<file path="src/rtl/acq_win_pkg.sv">
package acq_win_pkg;
  localparam int VOFF_W = 10;
  localparam int VACT_W = 12;
  localparam int NTRIG  = 7;
  localparam int STAT_W = 32;
  localparam int VCFG_W = VOFF_W + VACT_W;
  localparam int PAD_W  = STAT_W - VCFG_W - NTRIG;

  typedef enum logic {
    V_IDLE = 1'b0,
    V_RUN  = 1'b1
  } vstate_e;
endpackage

</file>
<file path="src/rtl/acq_trig_sync.sv">
module acq_trig_sync #(
  parameter int N = 7
) (
  input  logic         clk,
  input  logic         rst_n,
  input  logic [N-1:0] async_i,
  output logic [N-1:0] sync_o
);
  logic [N-1:0] meta_q;
  logic [N-1:0] hold_q;

  for (genvar g = 0; g < N; g++) begin : g_bit
    always_ff @(posedge clk or negedge rst_n) begin
      if (!rst_n) begin
        meta_q[g] <= 1'b0;
        hold_q[g] <= 1'b0;
      end else begin
        meta_q[g] <= async_i[g];
        hold_q[g] <= meta_q[g];
      end
    end
  end

  assign sync_o = hold_q;
endmodule

</file>
<file path="src/rtl/acq_vert_ctl.sv">
module acq_vert_ctl
  import acq_win_pkg::*;
(
  input  logic              clk,
  input  logic              rst_n,
  input  logic              fe_edge,
  input  logic              lv_rise,
  input  logic              lv_level,
  input  logic [VOFF_W-1:0] voff,
  input  logic [VACT_W-1:0] vact,
  output logic              accept,
  output logic              line_act,
  output logic              frame_done
);
  vstate_e           st_q, st_n;
  logic [VOFF_W-1:0] skip_q, skip_n;
  logic [VACT_W-1:0] got_q, got_n;
  logic              line_q, line_n;
  logic              done_q, done_n;

  assign accept = (st_q == V_RUN) && (skip_q >= voff) && (got_q < vact);

  always_comb begin
    st_n   = st_q;
    skip_n = skip_q;
    got_n  = got_q;
    line_n = line_q;
    done_n = 1'b0;
    if (fe_edge) begin
      st_n   = V_RUN;
      skip_n = '0;
      got_n  = '0;
      line_n = 1'b0;
    end else if (st_q == V_RUN) begin
      if (line_q && !lv_level) begin
        line_n = 1'b0;
        if (got_q >= vact) begin
          done_n = 1'b1;
          st_n   = V_IDLE;
        end
      end else if (lv_rise) begin
        if (skip_q < voff) begin
          skip_n = skip_q + 1'b1;
        end else if (accept) begin
          line_n = 1'b1;
          got_n  = got_q + 1'b1;
        end
      end else if (!line_q && (vact == '0) && (skip_q >= voff)) begin
        done_n = 1'b1;
        st_n   = V_IDLE;
      end
    end
  end

  always_ff @(posedge clk or negedge rst_n) begin
    if (!rst_n) begin
      st_q   <= V_IDLE;
      skip_q <= '0;
      got_q  <= '0;
      line_q <= 1'b0;
      done_q <= 1'b0;
    end else begin
      st_q   <= st_n;
      skip_q <= skip_n;
      got_q  <= got_n;
      line_q <= line_n;
      done_q <= done_n;
    end
  end

  assign line_act   = line_q;
  assign frame_done = done_q;

  // frame end is a single-cycle pulse
  a_r9_done_pulse: assert property (@(posedge clk) disable iff (!rst_n)
    done_q |=> !done_q);

  // a line opens only on a line-valid rise
  a_r4_line_needs_rise: assert property (@(posedge clk) disable iff (!rst_n)
    $rose(line_q) |-> $past(lv_rise));

  // an arming edge clears any open line and suppresses frame end
  a_r10_edge_clears: assert property (@(posedge clk) disable iff (!rst_n)
    fe_edge |=> (!line_q && !done_q));
endmodule

</file>
<file path="src/rtl/acq_horz_ctl.sv">
module acq_horz_ctl #(
  parameter int HW = 12
) (
  input  logic          clk,
  input  logic          rst_n,
  input  logic          lv_rise,
  input  logic          lv_level,
  input  logic          accept,
  input  logic          line_act,
  input  logic [HW-1:0] hoff,
  input  logic [HW-1:0] hact,
  output logic          pix_wr
);
  localparam int LW = HW + 2;
  localparam logic [LW-1:0] GRAN_M1 = LW'(7);
  localparam logic [LW-1:0] IDX_MAX = {LW{1'b1}};

  logic [LW-1:0] pidx_q, pidx_n;
  logic [LW-1:0] cur, span, lim, hoff_x;
  logic          win, wr_n, wr_q;

  assign hoff_x = {2'b00, hoff};
  assign span   = ({2'b00, hact} + GRAN_M1) & ~GRAN_M1;
  assign lim    = hoff_x + span;
  assign cur    = lv_rise ? '0 : pidx_q;
  assign win    = lv_rise ? accept : line_act;

  always_comb begin
    pidx_n = pidx_q;
    if (lv_level && (cur != IDX_MAX)) begin
      pidx_n = cur + 1'b1;
    end
    wr_n = lv_level && win && (cur >= hoff_x) && (cur < lim);
  end

  always_ff @(posedge clk or negedge rst_n) begin
    if (!rst_n) begin
      pidx_q <= '0;
      wr_q   <= 1'b0;
    end else begin
      pidx_q <= pidx_n;
      wr_q   <= wr_n;
    end
  end

  assign pix_wr = wr_q;

  // a strobe always belongs to a pixel inside line-valid
  a_r8_wr_within_line: assert property (@(posedge clk) disable iff (!rst_n)
    wr_q |-> $past(lv_level));
endmodule

</file>
<file path="src/rtl/acq_window_gen.sv">
module acq_window_gen
  import acq_win_pkg::*;
#(
  parameter int HW = 12
) (
  input  logic              clk,
  input  logic              rst_n,
  input  logic              fen_i,
  input  logic              fen_pol_i,
  input  logic              lval_i,
  input  logic [VCFG_W-1:0] vwin_cfg_i,
  input  logic [HW-1:0]     hoff_i,
  input  logic [HW-1:0]     hact_i,
  input  logic [NTRIG-1:0]  trig_i,
  output logic              line_act_o,
  output logic              pix_wr_o,
  output logic              frame_done_o,
  output logic [STAT_W-1:0] status_o
);
  logic             fen_q, lv_q;
  logic             fe_edge, lv_rise;
  logic             accept, line_act;
  logic [NTRIG-1:0] trig_s;

  always_ff @(posedge clk or negedge rst_n) begin
    if (!rst_n) begin
      fen_q <= 1'b0;
      lv_q  <= 1'b0;
    end else begin
      fen_q <= fen_i;
      lv_q  <= lval_i;
    end
  end

  assign fe_edge = fen_pol_i ? (fen_i & ~fen_q) : (~fen_i & fen_q);
  assign lv_rise = lval_i & ~lv_q;

  acq_vert_ctl u_vert (
    .clk        (clk),
    .rst_n      (rst_n),
    .fe_edge    (fe_edge),
    .lv_rise    (lv_rise),
    .lv_level   (lval_i),
    .voff       (vwin_cfg_i[VOFF_W-1:0]),
    .vact       (vwin_cfg_i[VCFG_W-1:VOFF_W]),
    .accept     (accept),
    .line_act   (line_act),
    .frame_done (frame_done_o)
  );

  acq_horz_ctl #(.HW(HW)) u_horz (
    .clk      (clk),
    .rst_n    (rst_n),
    .lv_rise  (lv_rise),
    .lv_level (lval_i),
    .accept   (accept),
    .line_act (line_act),
    .hoff     (hoff_i),
    .hact     (hact_i),
    .pix_wr   (pix_wr_o)
  );

  acq_trig_sync #(.N(NTRIG)) u_trig (
    .clk     (clk),
    .rst_n   (rst_n),
    .async_i (trig_i),
    .sync_o  (trig_s)
  );

  assign line_act_o = line_act;
  assign status_o   = {{PAD_W{1'b0}}, trig_s, vwin_cfg_i};

  // an open line never outlives line-valid by more than one clock
  a_r5_line_in_valid: assert property (@(posedge clk) disable iff (!rst_n)
    line_act_o |-> ($past(lval_i) || lval_i));
endmodule

</file>
<file path="config.mk">
export PLATFORM = sky130hd
export DESIGN_NAME = acq_window_gen
export DESIGN_NICKNAME = d
export VERILOG_FILES = /design/src/rtl/acq_win_pkg.sv /design/src/rtl/acq_trig_sync.sv /design/src/rtl/acq_vert_ctl.sv /design/src/rtl/acq_horz_ctl.sv /design/src/rtl/acq_window_gen.sv
export SDC_FILE = /design/constraint.sdc
export NUM_CORES = 1
export LEC_CHECK = 0
export ABC_AREA = 1
export BUFFER_PORTS_ARGS = -buffer_cell sky130_fd_sc_hd__clkbuf_2
export CAP_MARGIN = 0
export CORE_ASPECT_RATIO = 1.5
export CORE_MARGIN = 4
export CORE_UTILIZATION = 50
export DETAILED_ROUTE_END_ITERATION = 12
export PLACE_DENSITY = 0.73
export RECOVER_POWER = 25
export SYNTH_ARGS = -nofsm -noshare
export SYNTH_HDL_FRONTEND = slang
export SYNTH_SLANG_ARGS = --single-unit
</file>
<file path="constraint.sdc">
create_clock -name clk -period 2.3 [get_ports clk]
set_clock_uncertainty 0.1 [all_clocks]
set_input_delay 0.115 -clock clk [delete_from_list [all_inputs] [get_ports clk]]
set_output_delay 0.115 -clock clk [all_outputs]
set_load 0.02 [all_outputs]
</file>
; ---- Yosys cells after proc, flatten, opt, wreduce, memory -nomap -nowiden
; Index checks and enable logic that the tools add are counted.
; W data, S select, Z words.
[totals]
word_cells = 97
output_inout_bits = 35
register_bits = 56
[op_classes]
n_reduce_logical = 21
add_sub_neg = 5
magnitude_cmp = 6
n_eq_ne = 4
bitwise_logic = 6
mux = 32
[op_table]
columns = operator, n
row1 = $mux W12, 6
row2 = $mux W10, 5
row3 = $mux W1, 20
row4 = $add A12 B14 Y14, 1
row5 = $add A14 B1 Y14 const B, 1
row6 = $ge A14 B12 Y1, 1
row7 = $lt A14 B14 Y1, 1
row8 = $mux W14, 1
row9 = $ne A14 B14 Y1 const B, 1
row10 = $add A12 B3 Y13 const B, 1
row11 = $add A12 B1 Y12 const B, 1
row12 = $ge A12 B12 Y1, 1
row13 = $logic_not A12 Y1, 1
row14 = $lt A12 B12 Y1, 1
row15 = $add A10 B1 Y10 const B, 1
row16 = $ge A10 B10 Y1, 1
row17 = $lt A10 B10 Y1, 1
row18 = $logic_and A1 B1 Y1, 9
row19 = $reduce_and A4 Y1, 2
row20 = $reduce_bool A2 Y1, 4
row21 = $reduce_bool A3 Y1, 2
row22 = $reduce_and A5 Y1, 1
row23 = $ne A2 B2 Y1 const B, 2
row24 = $and A1 B1 Y1, 3
row25 = other kinds (3), 6

; ---- Depth between registers and ports, before layout
[logic_depth]
depth_word = 9
mapped_depth = 21
ltp_nobuf = 21

; ---- By module
; A second synthesis with hierarchy kept.
[hier_totals]
hier_cells = 742
area_unflattened_um2 = 5134.9
[modules_own_cells]
columns = mod, cells_per_inst, instances, area_per_inst_um2
row1 = acq_horz_ctl, 378, 1, 2290.9
row2 = acq_vert_ctl, 314, 1, 2219.6
row3 = acq_trig_sync, 14, 1, 350.3
row4 = acq_window_gen, 36, 1, 274.0

; ---- Least setup slack after synthesis
; OpenSTA, ideal clock, no wires.
[synth_path]
kind = input-to-reg
startpoint = in hact_i[2]
endpoint = reg u_horz.wr_q (netlist: u_horz.pix_wr)
arrival_ns = 2.670
cell_stages = 21
path_slack_ns = -0.542
path_buffers = 0
cell_sequence = nor3_1 > nor2_1 > inv_1 > nor2_1 > or2_2 > nand2_1 > inv_1 > ha_1 > nand2_1 > o21ai_0 > nand2_1 > o311ai_0 > nand2_1 > nand2_1 > nand3b_1 > ha_1 > a21oi_1 > o21ai_0 > a21oi_1 > nand2_1 > nor2_1
[synth_between]
elab_chain_cells = 4
[synth_lines]
columns = item, line_no
row1 = "start, declared", acq_window_gen.sv:13  ; input logic [HW-1:0] hact_i,
row2 = $add A12 B3 Y13, acq_horz_ctl.sv:23  ; assign span = ({2'b00, hact} + GRAN_M1) & ~GRAN_M1;
row3 = $add A12 B14 Y14, acq_horz_ctl.sv:24  ; assign lim = hoff_x + span;
row4 = $lt A14 B14 Y1, acq_horz_ctl.sv:33  ; wr_n = lv_level && win && (cur >= hoff_x) && (cur < lim);
row5 = $logic_and A1 B1 Y1, acq_horz_ctl.sv:33
row6 = net u_horz.wr_n, acq_horz_ctl.sv:20  ; logic win, wr_n, wr_q;
row7 = "end signal, assigned", acq_horz_ctl.sv:42  ; wr_q <= wr_n;
row8 = "end, declared", acq_horz_ctl.sv:20
; The timed path passes the listed nets, and every way through them passes these cells.
; A chain may end at the register's enable or synchronous reset.

; ---- Worst setup path after layout
; Ends and elaborated chain as after synthesis.

==> flow_summary_export.csv <==
group,metric,value,unit
run_status,status,"finished with violations",
run_status,violations,"setup timing",
sta,finalCritPeriodShare,1.15,
hold_path,hp-class,"primary input to flip-flop",
floorplan,die_height,129,um
pwr,switching_share,0.314,
place,placed_area,5560,sq um
cts,cts_root_buffer,"clkbuf_16",
cts,cts_made_buffers,5,
pwr,p_clk_frac,0.312,
cts,h-tree-depth,2,
floorplan,ios,93,
sta,maxSlewHeadroom,0.557,
cts,clkTransAtPathRegs,0.06,ns
global_routing,grt_max_degree,27,
global_routing,antenna_found_initial,0,
sta,tightest_slew,0.664,ns
sta,period_needed,2.65,ns
place,pre_cts_ws,-0.723,ns
synthesis,syn_area,4850,sq um
cts,clkSinkCount,56,
route,drtPass1Iterations,4,
route,drc,0,
place,routabilityCongestion,0.906,
pwr,internal_power,1.99,mW
sta,finalHoldViolCount,0,
place,io_buffers,89,
critical_path,critPathRequiredTime,2.42,ns
global_routing,grt.overflow.total,0,
layout,antenna_cells,0,
critical_path,critPathKind,"primary input to flip-flop",
sta,maxSlewViolCount,0,
pwr,p_seq_frac,0.390,
critical_path,reg2reg_slack,0.20,ns
layout,final_cell_area,5960,sq um
synthesis,yosysUniqueCellTypes,37,
global_routing,grt_pass1_vias,4726,
pwr,power_switching,0.911,mW
cts,cts_tree,"yes",
sta,max_freq,377,MHz
critical_path,cp-start-kind,"primary input",
floorplan,initial_core_util,0.518,
route,vias,4691,
cts,cts_buffer_depth,2,
synthesis,synthCells,677,
synthesis,ys_seq_area_frac,0.289,
layout,drive_above_1_share,0.207,
global_routing,grt_usage,0.211,
critical_path,worstPathArrival,2.77,ns
floorplan,die_area,11400,sq um
pwr,p_leak,3.20,nW
route,drtAntennaViolNets,0,
synthesis,post_synth.cell_area_avg,7.17,sq um
pwr,ir_worst_vdd,516,uV
job,maxCapViolCount,0,
layout,final_nets,910,
sta,setup_viol,1,
critical_path,endpoint_kind,"flip-flop",
sta,finalWorstSetupSlack,-0.351,ns
route,routed_wl,11700,um
route,drt_iter0_markers,185,
floorplan,die_x,88.4,um
place,dp_hpwl,9590,um
layout,area_delta_synth_final,22.8,%
cts,clock_latency,0.29,ns
floorplan,core,9360,sq um
route,viasPerCell,5.18,
pwr,p_per_area,487,nW/um^2
sta,rsz0062_at_grt,"true",
pwr,combinationalPowerShare,0.299,
critical_path,cp_max_fo,5,
critical_path,path_cells,"buf_6, nor3_4, nor2_4, inv_2, nor2_4, or2_4, nand2_4, inv_4, ha_4, buf_6, a21oi_4, o21ai_4, a21oi_2, o21ai_1, xor2_1, ha_1, a21oi_2, o31ai_4, a21oi_1, nand2_1, nor2_1",
critical_path,cpMaxStageDelayCell,"ha_1",
route,post_drt_wl_per_cell,13.0,um
global_routing,grt_pass1_wl,19500,um
floorplan,rows,43,
synthesis,synth-seq-cells,56,
synthesis,ys_warn_count,0,
critical_path,max_stage_delay,0.32,ns
cell usage after synthesis (all sizes together):
cell,instances,area share
buf,31,0.048
nor2,68,0.063
clkbuf,3,0.0023
nand3,46,0.047
xnor2,10,0.018
inv,109,0.084
o21bai,2,0.0031
a21o,1,0.0015
conb,1,0.00077
or2,3,0.0039
a211oi,1,0.0015
fa,1,0.0041
xor2,20,0.036
nand2,158,0.12
o31ai,3,0.0046
o211ai,2,0.0031
nor4,2,0.0026
nand4,17,0.022
ha,59,0.15
o21ai,28,0.029
nor3,16,0.018
nand3b,3,0.0046
o21a,1,0.0015
a31oi,1,0.0013
dfrtp,56,0.29
a21oi,34,0.035
o311ai,1,0.0018
cells in the final DEF (no fill, tap or decap), types with 2 or more instances in the layout:
cell	n
a21oi_1	30
ha_4	3
nor2_1	52
or2_2	2
nand4_1	17
clkbuf_8	2
nand2_1	151
nand3b_1	3
nor4_1	2
buf_6	2
clkbuf_1	22
nand2_4	2
xor2_1	20
inv_2	7
o21ai_1	13
nor2_4	5
ha_1	56
xnor2_1	10
nand2_2	5
buf_4	39
nor3_2	2
dlygate4sd3_1	10
dfrtp_1	56
nor3_1	13
clkbuf_2	66
o211ai_1	2
a21oi_2	3
nor2_2	10
o21bai_1	2
o21ai_0	14
o31ai_1	2
conb_1	3
nand3_1	46
inv_1	101
clkbuf_16	5
registers in the layout, indices dropped and copies added, names as in the netlist:
signal             count
fen_q                  1
lv_q                   1
u_horz.pidx_q         14
u_horz.pix_wr          1
u_trig.meta_q          7
u_trig.sync_o          7
u_vert.frame_done      1
u_vert.got_q          12
u_vert.line_act        1
u_vert.skip_q         10
u_vert.st_q            1
metal layers:
metal,global-route usage,part of all wire,routed length [um]
met3,0.0237,0.038,446
met2,0.409,0.55,6480
met4,0.0907,0.043,499
met5,0,0,0
met1,0.220,0.37,4310
per-stage QoR:
| step | total power, mW | util | cells | TNS (ns) | hold slack (ns) |
|---|---|---|---|---|---|
| floorplan | 1.69 | - | 679 | -0.264 | -0.281 |
| global placement | 1.93 | 0.593 | 882 | -0.600 | 0.0916 |
| global route | 3.10 | 0.637 | 905 | -0.510 | 0.107 |
| finish | 2.90 | 0.637 | 905 | -0.351 | 0.101 |
| CTS | 2.90 | 0.625 | 900 | -0.318 | 0.0911 |
| detailed placement | 1.97 | 0.593 | 882 | -0.723 | 0.0935 |
worst paths after layout:
check	startpoint	to	cells after the start
hold reg to reg	u_trig.meta_q[1]	u_trig.sync_o[1]	0
setup reg to reg	lv_q	u_horz.pix_wr	10
setup / recovery	hact_i[2]	u_horz.pix_wr	21
max in group asynchronous	rst_n	u_trig.sync_o[5]	3
min in group asynchronous	rst_n	u_vert.got_q[3]	2
hold / removal	lval_i	u_horz.pix_wr	3
repair_timing:
item,4_1_cts,5_1_grt
buffers inserted,0,5
gates resized for setup,4,27
hold buffers,10,0
hold endpoints to repair,33,0
pin swaps,0,21
setup endpoints to repair,1,26
area by class of cell:
cell class	count	area [sq um]
Fill cell	843	3400
Multi-Input combinational cell	480	2980
Sequential cell	56	1400
Timing Repair Buffer	140	848
Inverter	109	412
Clock buffer	7	153
Tap cell	112	140
Clock inverter	1	30.0
cell families (layout without fill, tap and decap cells):
group | after synthesis | count (layout) | share of synthesized area
simple gates | 313 | 313 | 0.283
compound gates | 74 | 74 | 0.0825
flops | 56 | 56 | 0.289
buf+inv | 143 | 257 | 0.134
fa+ha+maj | 60 | 60 | 0.156
xor+xnor | 30 | 30 | 0.0541
other cells | 1 | 3 | 0.000773
power by group through the flow:
stage	clock [mW]	sequential [mW]	combinational [mW]
finish	0.905	1.13	0.866
floorplan	0	1.13	0.560
detailed placement	0	1.15	0.819
CTS	0.932	1.13	0.842
global route	0.958	1.14	0.999
global placement	0	1.14	0.783
worst max-delay path, delay by kind of cell:
kind                     cells  cell delay, ns
AO/OA/AOI/OAI                7            0.86
AND/OR/NAND/NOR              7            0.80
adder cells (fa/ha/maj)      2            0.47
buffers and inverters        4            0.34
XOR/XNOR                     1            0.17
Power figures use the tool's default switching activity.
